[src/rtl/mrs_pkg.sv]
package mrs_pkg;

    localparam int WORD_W   = 24;
    localparam int BANK_LSB = 16;
    localparam int CS_LSB   = 20;
    localparam int CSF_W    = 3;

    typedef enum logic [1:0] {
        MRSEL_0 = 2'd0,
        MRSEL_1 = 2'd1,
        MRSEL_2 = 2'd2,
        MRSEL_3 = 2'd3
    } mr_sel_e;

    typedef enum logic [1:0] {
        ISS_IDLE,
        ISS_ARM,
        ISS_WAIT,
        ISS_DONE
    } iss_state_e;

    typedef struct packed {
        logic [1:0] burst_ctl;
        logic [2:0] cas_lat;
        logic [2:0] wr_recovery;
        logic       pd_fast_exit;
        logic [1:0] drive_imp;
        logic [2:0] rtt_nom;
        logic       out_disable;
        logic [2:0] cas_wr_lat;
        logic       auto_self_ref;
        logic       self_ref_ext;
        logic [1:0] rtt_write;
        logic [1:0] mpr_loc;
        logic       mpr_enable;
    } mr_cfg_t;

    // exchange the address/bank pairs routed crosswise on a mirrored rank
    function automatic logic [WORD_W-1:0] mirror_swap(input logic [WORD_W-1:0] w);
        logic [WORD_W-1:0] r;
        r = w;
        r[3]  = w[4];
        r[4]  = w[3];
        r[5]  = w[6];
        r[6]  = w[5];
        r[7]  = w[8];
        r[8]  = w[7];
        r[16] = w[17];
        r[17] = w[16];
        return r;
    endfunction

endpackage

[src/rtl/mrs_field_pack.sv]
module mrs_field_pack
    import mrs_pkg::*;
#(
    parameter int NUM_CS = 8,
    localparam int CS_W = $clog2(NUM_CS)
) (
    input  mr_sel_e              sel,
    input  logic [CS_W-1:0]      cs,
    input  logic                 channel,
    input  logic                 registered,
    input  logic                 rdqs_enable,
    input  logic [NUM_CS-1:0]    x8_map,
    input  mr_cfg_t              cfg,
    output logic [WORD_W-1:0]    word
);
    logic [CS_W-1:0] x8_idx;
    logic            tdqs_on;

    assign x8_idx  = {cs[CS_W-1:1], channel};
    assign tdqs_on = rdqs_enable & x8_map[x8_idx];

    always_comb begin
        word = '0;
        word[BANK_LSB +: 3]   = {1'b0, sel};
        word[CS_LSB +: CSF_W] = CSF_W'(cs);
        case (sel)
            MRSEL_0: begin
                word[1:0]  = cfg.burst_ctl;
                word[3]    = 1'b1;
                word[6:4]  = cfg.cas_lat;
                word[8]    = 1'b1;
                word[11:9] = cfg.wr_recovery;
                word[12]   = cfg.pd_fast_exit;
            end
            MRSEL_1: begin
                word[5]  = cfg.drive_imp[1];
                word[1]  = cfg.drive_imp[0];
                if (!registered) begin
                    word[9] = cfg.rtt_nom[2];
                    word[6] = cfg.rtt_nom[1];
                    word[2] = cfg.rtt_nom[0];
                end
                word[11] = tdqs_on;
                word[12] = cfg.out_disable;
            end
            MRSEL_2: begin
                word[5:3]  = cfg.cas_wr_lat;
                word[6]    = cfg.auto_self_ref;
                word[7]    = cfg.self_ref_ext;
                word[10:9] = cfg.rtt_write;
            end
            default: begin
                word[1:0] = cfg.mpr_loc;
                word[2]   = cfg.mpr_enable;
            end
        endcase
    end
endmodule

[src/rtl/mrs_mirror.sv]
module mrs_mirror
    import mrs_pkg::*;
#(
    parameter int NUM_CS = 8,
    localparam int CS_W = $clog2(NUM_CS)
) (
    input  logic [WORD_W-1:0]  word_in,
    input  logic [CS_W-1:0]    cs,
    input  logic               channel,
    input  logic               registered,
    input  logic [NUM_CS-1:0]  mirror_map,
    output logic [WORD_W-1:0]  word_out
);
    logic [NUM_CS-1:0] rank_flip;
    logic              swap_on;

    for (genvar g = 0; g < NUM_CS; g++) begin : g_rank
        if (g % 2 == 1) begin : g_odd
            assign rank_flip[g] = channel ? mirror_map[g] : mirror_map[g-1];
        end else begin : g_even
            assign rank_flip[g] = 1'b0;
        end
    end

    assign swap_on  = !registered && rank_flip[cs];
    assign word_out = swap_on ? mirror_swap(word_in) : word_in;

    always_comb begin
        AST_REG_NO_SWAP: assert (!registered || word_out == word_in);
        AST_EVEN_NO_SWAP: assert (cs[0] || word_out == word_in);
    end
endmodule

[src/rtl/mrs_issue_fsm.sv]
module mrs_issue_fsm
    import mrs_pkg::*;
(
    input  logic               clk,
    input  logic               rst,
    input  logic               start,
    input  logic [WORD_W-1:0]  next_word,
    input  logic               cmd_busy,
    output logic [WORD_W-1:0]  cmd_word,
    output logic               cmd_send,
    output logic               ready,
    output logic               done
);
    iss_state_e state;
    logic       accept;

    assign accept   = (state == ISS_IDLE) && start;
    assign ready    = (state == ISS_IDLE);
    assign cmd_send = (state == ISS_ARM) || (state == ISS_WAIT);
    assign done     = (state == ISS_DONE);

    always_ff @(posedge clk) begin
        if (rst) begin
            state    <= ISS_IDLE;
            cmd_word <= '0;
        end else begin
            if (accept) cmd_word <= next_word;
            case (state)
                ISS_IDLE: if (start)     state <= ISS_ARM;
                ISS_ARM:  if (cmd_busy)  state <= ISS_WAIT;
                ISS_WAIT: if (!cmd_busy) state <= ISS_DONE;
                default:                 state <= ISS_IDLE;
            endcase
        end
    end

    AST_DONE_SINGLE: assert property (@(posedge clk) disable iff (rst)
        done |=> !done);
    AST_DONE_AFTER_RELEASE: assert property (@(posedge clk) disable iff (rst)
        (state == ISS_WAIT && !cmd_busy) |=> done);
    AST_WORD_HELD: assert property (@(posedge clk) disable iff (rst)
        cmd_send |=> (!cmd_send || $stable(cmd_word)));
    AST_START_IGNORED: assert property (@(posedge clk) disable iff (rst)
        (!ready && start) |=> $stable(cmd_word));
endmodule

[src/rtl/mrs_cmd_gen.sv]
module mrs_cmd_gen
    import mrs_pkg::*;
(
    input  logic        clk,
    input  logic        rst,
    input  logic        start,
    input  logic [1:0]  reg_sel,
    input  logic [2:0]  chip_sel,
    input  logic        channel,
    input  logic        registered,
    input  logic [7:0]  mirror_map,
    input  logic [7:0]  x8_map,
    input  logic [1:0]  burst_ctl,
    input  logic [2:0]  cas_lat,
    input  logic [2:0]  wr_recovery,
    input  logic        pd_fast_exit,
    input  logic [1:0]  drive_imp,
    input  logic [2:0]  rtt_nom,
    input  logic        out_disable,
    input  logic        rdqs_enable,
    input  logic [2:0]  cas_wr_lat,
    input  logic        auto_self_ref,
    input  logic        self_ref_ext,
    input  logic [1:0]  rtt_write,
    input  logic [1:0]  mpr_loc,
    input  logic        mpr_enable,
    input  logic        cmd_busy,
    output logic [23:0] cmd_word,
    output logic        cmd_send,
    output logic        ready,
    output logic        done
);
    localparam int NUM_CS = 8;

    mr_cfg_t           cfg;
    logic [WORD_W-1:0] packed_word;
    logic [WORD_W-1:0] final_word;

    assign cfg = '{
        burst_ctl:     burst_ctl,
        cas_lat:       cas_lat,
        wr_recovery:   wr_recovery,
        pd_fast_exit:  pd_fast_exit,
        drive_imp:     drive_imp,
        rtt_nom:       rtt_nom,
        out_disable:   out_disable,
        cas_wr_lat:    cas_wr_lat,
        auto_self_ref: auto_self_ref,
        self_ref_ext:  self_ref_ext,
        rtt_write:     rtt_write,
        mpr_loc:       mpr_loc,
        mpr_enable:    mpr_enable
    };

    mrs_field_pack #(.NUM_CS(NUM_CS)) u_pack (
        .sel         (mr_sel_e'(reg_sel)),
        .cs          (chip_sel),
        .channel     (channel),
        .registered  (registered),
        .rdqs_enable (rdqs_enable),
        .x8_map      (x8_map),
        .cfg         (cfg),
        .word        (packed_word)
    );

    mrs_mirror #(.NUM_CS(NUM_CS)) u_mirror (
        .word_in    (packed_word),
        .cs         (chip_sel),
        .channel    (channel),
        .registered (registered),
        .mirror_map (mirror_map),
        .word_out   (final_word)
    );

    mrs_issue_fsm u_issue (
        .clk       (clk),
        .rst       (rst),
        .start     (start),
        .next_word (final_word),
        .cmd_busy  (cmd_busy),
        .cmd_word  (cmd_word),
        .cmd_send  (cmd_send),
        .ready     (ready),
        .done      (done)
    );

    AST_RESERVED_ZERO: assert property (@(posedge clk) disable iff (rst)
        cmd_send |-> (cmd_word[23] == 1'b0 && cmd_word[19] == 1'b0 && cmd_word[15:13] == 3'b000));
    AST_SEND_EXCLUSIVE: assert property (@(posedge clk) disable iff (rst)
        $countones({cmd_send, ready, done}) == 1);
endmodule

[config.mk]
export PLATFORM = sky130hd
export DESIGN_NAME = mrs_cmd_gen
export DESIGN_NICKNAME = d
export VERILOG_FILES = /design/src/rtl/mrs_pkg.sv /design/src/rtl/mrs_field_pack.sv /design/src/rtl/mrs_mirror.sv /design/src/rtl/mrs_issue_fsm.sv /design/src/rtl/mrs_cmd_gen.sv
export SDC_FILE = /design/constraint.sdc
export NUM_CORES = 1
export LEC_CHECK = 0
export ABC_AREA = 1
export BUFFER_PORTS_ARGS = -buffer_cell sky130_fd_sc_hd__buf_2
export CAP_MARGIN = 25
export CORE_ASPECT_RATIO = 1.5
export CORE_UTILIZATION = 25
export DETAILED_ROUTE_END_ITERATION = 8
export PLACE_DENSITY_LB_ADDON = 0.2
export SYNTH_ARGS = -nofsm -noshare
export SYNTH_HDL_FRONTEND = slang
export SYNTH_SLANG_ARGS = --single-unit
[constraint.sdc]
create_clock -name clk -period 1.72 [get_ports clk]
set_input_delay 0.344 -clock clk [delete_from_list [all_inputs] [get_ports clk]]
set_output_delay 0.344 -clock clk [all_outputs]
set_load 0.02 [all_outputs]
# Word level (Yosys, flattened, before mapping)

Index checks and enable logic that the tools add are counted.

Magnitude comparators: 2
Equality and inequality tests: 8
Mux-type cells: 26
Bitwise operators: 1
Reduce and logical (&&, ||, !) cells: 9

Operators by type and width:

| kind               | number |
|---|---|
| $mux 18            | 1 |
| $pmux 2 s3         | 2 |
| $mux 1             | 11 |
| $lt 3x4->1 const B | 2 |
| $pmux 2 s2         | 2 |
| $bmux 1 s3         | 2 |
| $eq 2x2->1 const B | 3 |
| $mux 2             | 3 |
| $ne 2x2->1 const B | 3 |
| $pmux 1 s2         | 3 |
| $pmux 1 s3         | 2 |
| $eq 2x1->1 const B | 2 |
| $logic_not 2->1    | 2 |
| $reduce_or 2->1    | 2 |
| $reduce_and 3->1   | 1 |
| $logic_and 1x1->1  | 2 |
| $and 1x1->1        | 1 |
| $logic_not 1->1    | 1 |
| $logic_or 1x1->1   | 1 |

Register bits after elaboration: 25
Bits of input ports: 53
Logic and storage cells: 48

# Longest topological paths before layout

Gate-level depths: netlist of the first run.

Word-level depth: 5
Depth in mapped cells: 11

# Cells and area by module

Synthesis of the first run repeated with hierarchy kept, for this count alone.

Cells, all modules: 265
Area, all modules: 1736.7 µm²

By module, submodules not included:

| module         | instances | cells each | area an instance (µm²) |
|---|---|---|---|
| mrs_issue_fsm  | 1         | 134        | 1018.5 |
| mrs_mirror     | 1         | 62         | 364.1 |
| mrs_field_pack | 1         | 69         | 354.1 |

# Least setup slack after synthesis of the first run

No wires, ideal clock.

Kind: reg-to-reg
From: reg u_issue.state[0]
To: reg u_issue.cmd_word[16]
Setup time: 0.109 ns
Arrival time: 1.383 ns
Setup slack: 0.228 ns
Stages on the path, launching flop included: 10
Buffers on the path: 1
Period minus slack after synthesis: 1.492 ns
Cells stage by stage: dfxtp_1 > inv_1 > ha_1 > nand2_1 > clkinv_1 > buf_2 > nor2_1 > nor2_1 > nand2_1 > inv_1

Word-level cells in the longest chain between the ends: 2

RTL lines:

| element                | line                | text |
|---|---|---|
| start, declared        | mrs_issue_fsm.sv:14 | `iss_state_e state;` |
| start signal, assigned | mrs_issue_fsm.sv:24 | `state <= ISS_IDLE;` |
| start signal, assigned | mrs_issue_fsm.sv:29 | `ISS_IDLE: if (start) state <= ISS_ARM;` |
| start signal, assigned | mrs_issue_fsm.sv:30 | `ISS_ARM: if (cmd_busy) state <= ISS_WAIT;` |
| $logic_not 2->1        | --                  |  |
| via ready              | mrs_cmd_gen.sv:30   | `output logic ready,` |
| $logic_and 1x1->1      | mrs_issue_fsm.sv:17 | `assign accept = (state == ISS_IDLE) && start;` |
| end signal, assigned   | mrs_issue_fsm.sv:27 | `if (accept) cmd_word <= next_word;` |
| end, declared          | mrs_issue_fsm.sv:9  | `output logic [WORD_W-1:0] cmd_word,` |

The timed path passes the listed nets, and every way through them passes these cells.
A chain may end at the register's enable or synchronous reset.

# Final worst setup path of the first run

From: reg u_issue.state[0]
To: out cmd_send

Word-level cells in the longest chain between the ends: 2

RTL lines:

| element                                  | line                | text |
|---|---|---|
| $eq 2x1->1 or $eq 2x2->1 (tied branches) | mrs_issue_fsm.sv:19 | `assign cmd_send = (state == ISS_ARM) \|\| (state == ISS_WAIT);` |
| $logic_or 1x1->1 (*)                     | mrs_issue_fsm.sv:19 |  |
| end, declared                            | mrs_cmd_gen.sv:29   | `output logic cmd_send,` |

Every way passes the cells marked *; elsewhere a longest branch is shown, timed or not.

==> results.sh, run 1 <==
export IMPL_p_switching_mw=0.7444
export IMPL_netlist_instances=206
export IMPL_synth_distinct_cells=34
export IMPL_status="complete, no violations"
export IMPL_cts_setup_buffers=0
export IMPL_crit_chain="inv_1 -> ha_1 -> buf_2"
export IMPL_cp_max_fo=3
export IMPL_final_core_util_pct=33.93
export IMPL_post_route_period_util_pct=89.68
export IMPL_ys_ff_latch=20
export IMPL_start_kind="flip-flop"
export IMPL_dp_hpwl_um=3304
export IMPL_top_layer="met4"
export IMPL_clockPowerShare_pct=20.9
export IMPL_leakagePower_nw=1.011
export IMPL_nNetsFinal=337
export IMPL_syn_area_per_cell_sq_um=6.778
export IMPL_core_area_sq_mm=0.005409
export IMPL_gp_congestion=0.7561
export IMPL_wl_um=3963
export IMPL_ir_worst_vdd_mv=0.2334
export IMPL_intPower_mw=1.073
export IMPL_antenna_found_initial=0
export IMPL_clock_path_buffers=2
export IMPL_hp_class="in2reg"
export IMPL_rsz0062_at_grt="false"
export IMPL_dieArea_sq_mm=0.005894
export IMPL_cts_tree="done"
export IMPL_clock_latency_ps=260
export IMPL_io_pins=80
export IMPL_rr_worst_depth=8
export IMPL_hold_violations=0
export IMPL_setup_tns_ps=0
export IMPL_wl_per_cell_um=11.36
export IMPL_p_seq_share_pct=34.1
export IMPL_crit_cells=3
export IMPL_grt_pass1_wl_um=6596
export IMPL_clockRootBuffer="clkbuf_8"
export IMPL_power_total_mw=1.818
export IMPL_skew_ps=7.527
export IMPL_dieHeight_um=93.53
export IMPL_antenna_cells=0
export IMPL_drive_gt1_share_pct=36.20
export IMPL_setup_worst_path_class="reg2out"
export IMPL_drtPass1Iterations=4
export IMPL_cpMaxStageDelayCell="dfxtp_1"
export IMPL_clk_pin_slew_ps=90
export IMPL_power_density_mw_per_mm2=990.3
export IMPL_rows=33
export IMPL_antenna_left=0
export IMPL_max_freq_mhz=648.3
export IMPL_area_growth_pct=31.45
export IMPL_mappedNetlistArea_sq_mm=0.001396
export IMPL_overflow=0
export IMPL_required_ps=1380
export IMPL_dieWidth_um=63.02
export IMPL_h_tree_depth=1
export IMPL_drc=0
export IMPL_maxCapViolCount=0
export IMPL_cts_sinks=20
export IMPL_cp_end_kind="primary output"
export IMPL_hold_buffers=0
export IMPL_n_fill_cell=615
export IMPL_io_buffers=73
export IMPL_comb_power_share_pct=45.0
export IMPL_drt_iter0_markers=36
export IMPL_min_path_cells=3
export IMPL_vias_per_cell=4.309
export IMPL_slew_violations=0
export IMPL_vias=1504
export IMPL_ys_seq_area_share_pct=28.67
export IMPL_dp_slack_ps=171.6
export IMPL_start_util_pct=25.82
export IMPL_crit_family="flip-flops"
export IMPL_met2WireLength_um=2018
export IMPL_cp_buffers_inverters=2
export IMPL_wl_met3_um=263
export IMPL_switching_share_pct=40.95
export IMPL_setup_viol=0
export IMPL_grt_usage_pct=14.09
export IMPL_cts_buffers=3
export IMPL_met1_length_um=1617
export IMPL_post_cts_resized=0
export IMPL_worst_slack_ps=177.5
export IMPL_yosys_warnings=0
export IMPL_worstPathArrival_ps=1200
export IMPL_fin_crit_ps=1542
export IMPL_grt_max_degree=13
export IMPL_max_stage_delay_ps=360
export IMPL_grt_pass1_vias=1475
==> per-stage QoR <==
stage	hold WS, ps	area [sq um]	instances
2_1_floorplan	490.0	1415	211
3_3_place_gp	460.5	1780	345
3_5_place_dp	452.9	1780	345
4_1_cts	344.0	1836	349
5_1_grt	355.6	1836	349
6_report	343.1	1836	349
==> state kept, by name, indices dropped and copies added (netlist names) <==
signal / count
u_issue.state: 2
u_issue.cmd_word: 18
==> kinds of logic (layout without fill, tap and decap cells) <==
group                    count (synthesis)  after routing  share of synthesized area (%)
AND/OR/NAND/NOR                        108            108                          37.46
buffers and inverters                   39            107                          15.95
AO/OA/AOI/OAI                           34             34                          14.07
flip-flops                              20             20                          28.67
adder cells (fa/ha/maj)                  4              4                          3.584
other                                    1              6                         0.2686
==> worst paths after layout <==
check | start | endpoint | slack, ps
max | u_issue.state[0]$_SDFFE_PP0P_ | cmd_send | 180
min | mpr_loc[0] | u_issue.cmd_word[0]$_SDFFE_PP0P_ | 340
max reg2reg | u_issue.state[1]$_SDFFE_PP0P_ | u_issue.cmd_word[7]$_SDFFE_PP0P_ | 270
min reg2reg | u_issue.cmd_word[9]$_SDFFE_PP0P_ | u_issue.cmd_word[9]$_SDFFE_PP0P_ | 470
==> cell type report <==
| class | count | area, sq um | area share [%] |
|---|---|---|---|
| multi-input cells | 152 | 792.0 | 43.15 |
| flip-flops and latches | 20 | 400.4 | 21.81 |
| repair buffers | 77 | 395.4 | 21.54 |
| inverters | 26 | 105.1 | 5.726 |
| well taps | 70 | 87.58 | 4.772 |
| clock buffers | 4 | 55.05 | 2.999 |
==> synth_stat cells <==
master,count,area [sq um]
a211oi_1,1,7.510
a21oi_1,9,45.04
a22oi_1,2,15.01
a31o_2,2,17.52
a31oi_1,1,6.260
a41oi_1,1,8.760
buf_2,1,5.000
buf_4,7,52.55
buf_6,3,33.78
clkbuf_8,1,13.76
clkinv_1,1,3.750
conb_1,1,3.750
dfxtp_1,20,400.4
dlymetal6s2s_1,1,12.51
ha_1,4,50.05
inv_1,22,82.58
inv_2,2,7.510
inv_8,1,11.26
nand2_1,48,180.2
nand2_2,4,25.02
nand2_4,3,33.78
nand3_1,12,60.06
nand3_2,2,20.02
nand3_4,1,17.52
nand3b_1,1,7.510
nand4_1,8,50.05
nor2_1,24,90.09
nor2_2,2,12.51
nor2_4,1,11.26
nor3_1,1,5.000
nor3_2,1,10.01
o211ai_1,2,15.01
o21ai_0,15,75.07
o22ai_1,1,6.260
==> power groups by stage <==
stage,Clock (mW),Combinational [mW],Sequential [mW]
2_1_floorplan,0,0.471,0.738
3_3_place_gp,0,0.820,0.634
3_5_place_dp,0,0.822,0.633
4_1_cts,0.389,0.825,0.623
5_1_grt,0.401,0.915,0.638
6_report,0.379,0.818,0.621
==> per-layer routing <==
layer | vias to the layer above | global-route usage [%]
met5 | - | 0
met4 | 0 | 6.589
met3 | 4 | 2.317
met2 | 59 | 25.45
met1 | 638 | 15.79
li1 | 803 | -
==> cell usage in the layout (no fill, tap or decap), types with 6 or more instances in the layout <==
cell	instances
buf_2	73
nand2_1	48
nor2_1	24
inv_1	22
dfxtp_1	20
o21ai_0	15
nand3_1	12
a21oi_1	9
nand4_1	8
conb_1	6
==> tightest hold or removal path, delay by kind of cell <==
| family | cells | cell delay (ps) |
|---|---|---|
| simple gates | 1 | 60 |
| compound gates | 1 | 70 |
| buf+inv | 1 | 100 |
Power figures use the tool's default switching activity.
==> run 2: changes to the inputs <==
Settings changed: PLACE_DENSITY_LB_ADDON 0.2 to 0.3.
==> run 2 against run 1 <==
Compared with the run above: core utilization increased by 0.30 points; fmax decreased by 1.3%; sequential cell count unchanged; first-iteration DRC count decreased by 72%; count of clock-buffer cells in the layout unchanged; global-route usage decreased by 0.62 points; die area unchanged; setup slack got worse by 21 ps; power increased by 0.87%; register-to-register slack got worse by 80 ps; cell count unchanged.
==> results.sh, run 2 (synthesized netlist as in run 1, its figures left out) <==
export IMPL_status="complete, no violations"
export IMPL_skew_ps=1.469
export IMPL_rrSetupSlack_ps=190
export IMPL_rr_worst_depth=8
export IMPL_cp_end_kind="primary output"
export IMPL_maxCapViolCount=0
export IMPL_cp_max_fo=3
export IMPL_dieWidth_um=63.02
export IMPL_power_density_mw_per_mm2=990.2
export IMPL_vias=1536
export IMPL_slew_violations=0
export IMPL_core_area_sq_mm=0.005409
export IMPL_grt_max_degree=27
export IMPL_largest_reg_flops=18
export IMPL_overflow=0
export IMPL_reg2reg_to="u_issue.cmd_word[12]$_SDFFE_PP0P_"
export IMPL_gp_congestion=0.7928
export IMPL_reg_largest_list="u_issue.cmd_word (18), u_issue.state (2)"
export IMPL_antenna_found_initial=0
export IMPL_worstPathArrival_ps=1220
export IMPL_wl_um=3821
export IMPL_dp_hpwl_um=3193
export IMPL_grt_pass1_wl_um=6230
export IMPL_drive_gt1_share_pct=36.20
export IMPL_cts_sinks=20
export IMPL_fin_crit_ps=1563
export IMPL_rsz0062_at_grt="false"
export IMPL_cts_buffers=3
export IMPL_start_util_pct=25.82
export IMPL_dieHeight_um=93.53
export IMPL_rows=33
export IMPL_start_kind="flip-flop"
export IMPL_clock_latency_ps=260
export IMPL_area_growth_pct=32.62
export IMPL_min_to="u_issue.cmd_word[20]$_SDFFE_PP0P_"
export IMPL_max_freq_mhz=639.7
export IMPL_grt_pass1_vias=1450
export IMPL_final_common_cell="buf_2"
export IMPL_drt_iter0_markers=10
export IMPL_mostFrequentLayoutCells="buf_2 (73), nand2_1 (48), nor2_1 (24)"
export IMPL_dieArea_sq_mm=0.005894
export IMPL_clk_pin_slew_ps=80
export IMPL_dpl_cell_area_sq_mm=0.001785
export IMPL_required_ps=1380
export IMPL_worstHoldStart="chip_sel[0]"
export IMPL_io_buffers=73
export IMPL_setup_tns_ps=0
export IMPL_post_route_period_util_pct=90.88
export IMPL_finish_instance_area_sq_mm=0.001852
export IMPL_regMostFlops="u_issue.cmd_word"
export IMPL_h_tree_depth=1
export IMPL_vias_per_cell=4.401
export IMPL_r2r_start="u_issue.state[0]$_SDFFE_PP0P_"
export IMPL_grt_usage_pct=13.47
export IMPL_ir_worst_vdd_mv=0.3626
export IMPL_setup_viol=0
export IMPL_hold_violations=0
export IMPL_clockRootBuffer="clkbuf_8"
export IMPL_wl_per_cell_um=10.95
export IMPL_cts_tree="done"
export IMPL_setup_worst_path_class="reg2out"
export IMPL_min_path_cells=3
export IMPL_leakagePower_nw=1.008
export IMPL_hp_class="in2reg"
export IMPL_antenna_cells=0
export IMPL_nNetsFinal=337
export IMPL_io_pins=80
export IMPL_clock_path_buffers=2
export IMPL_n_fill_cell=625
export IMPL_antenna_left=0
export IMPL_drtPass1Iterations=4
export IMPL_drc=0
[run 2: layout make-up]
| type | count | area (sq um) | share of cell area (%) |
|---|---|---|---|
| well taps | 70 | 87.58 | 4.730 |
| multi-input cells | 152 | 792.0 | 42.77 |
| flip-flops and latches | 20 | 400.4 | 21.62 |
| clock buffers | 4 | 55.05 | 2.973 |
| inverters | 26 | 108.9 | 5.878 |
| repair buffers | 77 | 407.9 | 22.03 |
[run 2: how the worst max path moves through the flow]
stage	startpoint	endpoint	slack [ps]	cells after the start
3_5_place_dp	u_issue.state[0]$_SDFFE_PP0P_	u_issue.cmd_word[17]$_SDFFE_PP0P_	120	9
2_1_floorplan	u_issue.state[0]$_SDFFE_PP0P_	u_issue.cmd_word[16]$_SDFFE_PP0P_	230	9
6_report	u_issue.state[0]$_SDFFE_PP0P_	ready	160	4
3_3_place_gp	u_issue.state[1]$_SDFFE_PP0P_	u_issue.cmd_word[11]$_SDFFE_PP0P_	170	7
5_1_grt	u_issue.state[0]$_SDFFE_PP0P_	u_issue.cmd_word[12]$_SDFFE_PP0P_	60	8
4_1_cts	u_issue.state[0]$_SDFFE_PP0P_	u_issue.cmd_word[3]$_SDFFE_PP0P_	110	9
[run 2: timing repair]
item,CTS,global route
setup buffers,0,1
resized for setup,0,1
endpoints found under the hold margin,0,0
hold buffers,0,0
setup endpoints to repair,0,13
[run 2: metrics by stage]
stage / hold WS [ps] / setup slack (ps) / utilization [%] / instances / power (mW)
2_1_floorplan: 490.0 / 228.1 / - / 211 / 1.209
6_report: 340.6 / 156.8 / 34.24 / 349 / 1.834
3_3_place_gp: 481.4 / 170.0 / 33.01 / 344 / 1.458
5_1_grt: 352.2 / 63.52 / 34.24 / 349 / 1.984
3_5_place_dp: 473.5 / 120.1 / 33.01 / 344 / 1.472
4_1_cts: 339.9 / 106.3 / 34.03 / 348 / 1.847
[run 2: worst max-delay path: stages, from the launching register on]
cell	delay [ps]
dfxtp_1	360
inv_1	90
ha_1	220
buf_4	140
buf_2	150
[run 2: report_power, final]
group	switching [mW]	internal [mW]	leakage [nW]	total, mW
sequential	0.0537	0.569	0.165	0.622
combinational	0.522	0.322	0.814	0.844
clock	0.163	0.204	0.0288	0.367
[run 2: per-layer routing]
metal  global-route usage (%)  vias to the layer above  part of all wire, %  routed length (um)
met1                    14.53                      662                   40                1524
li1                         -                      802                    -                   -
met2                    24.46                       64                   51                1953
met5                        0                        -                    0                   0
met4                    7.558                        0                  2.9                 110
met3                    2.195                        8                  6.1                 234
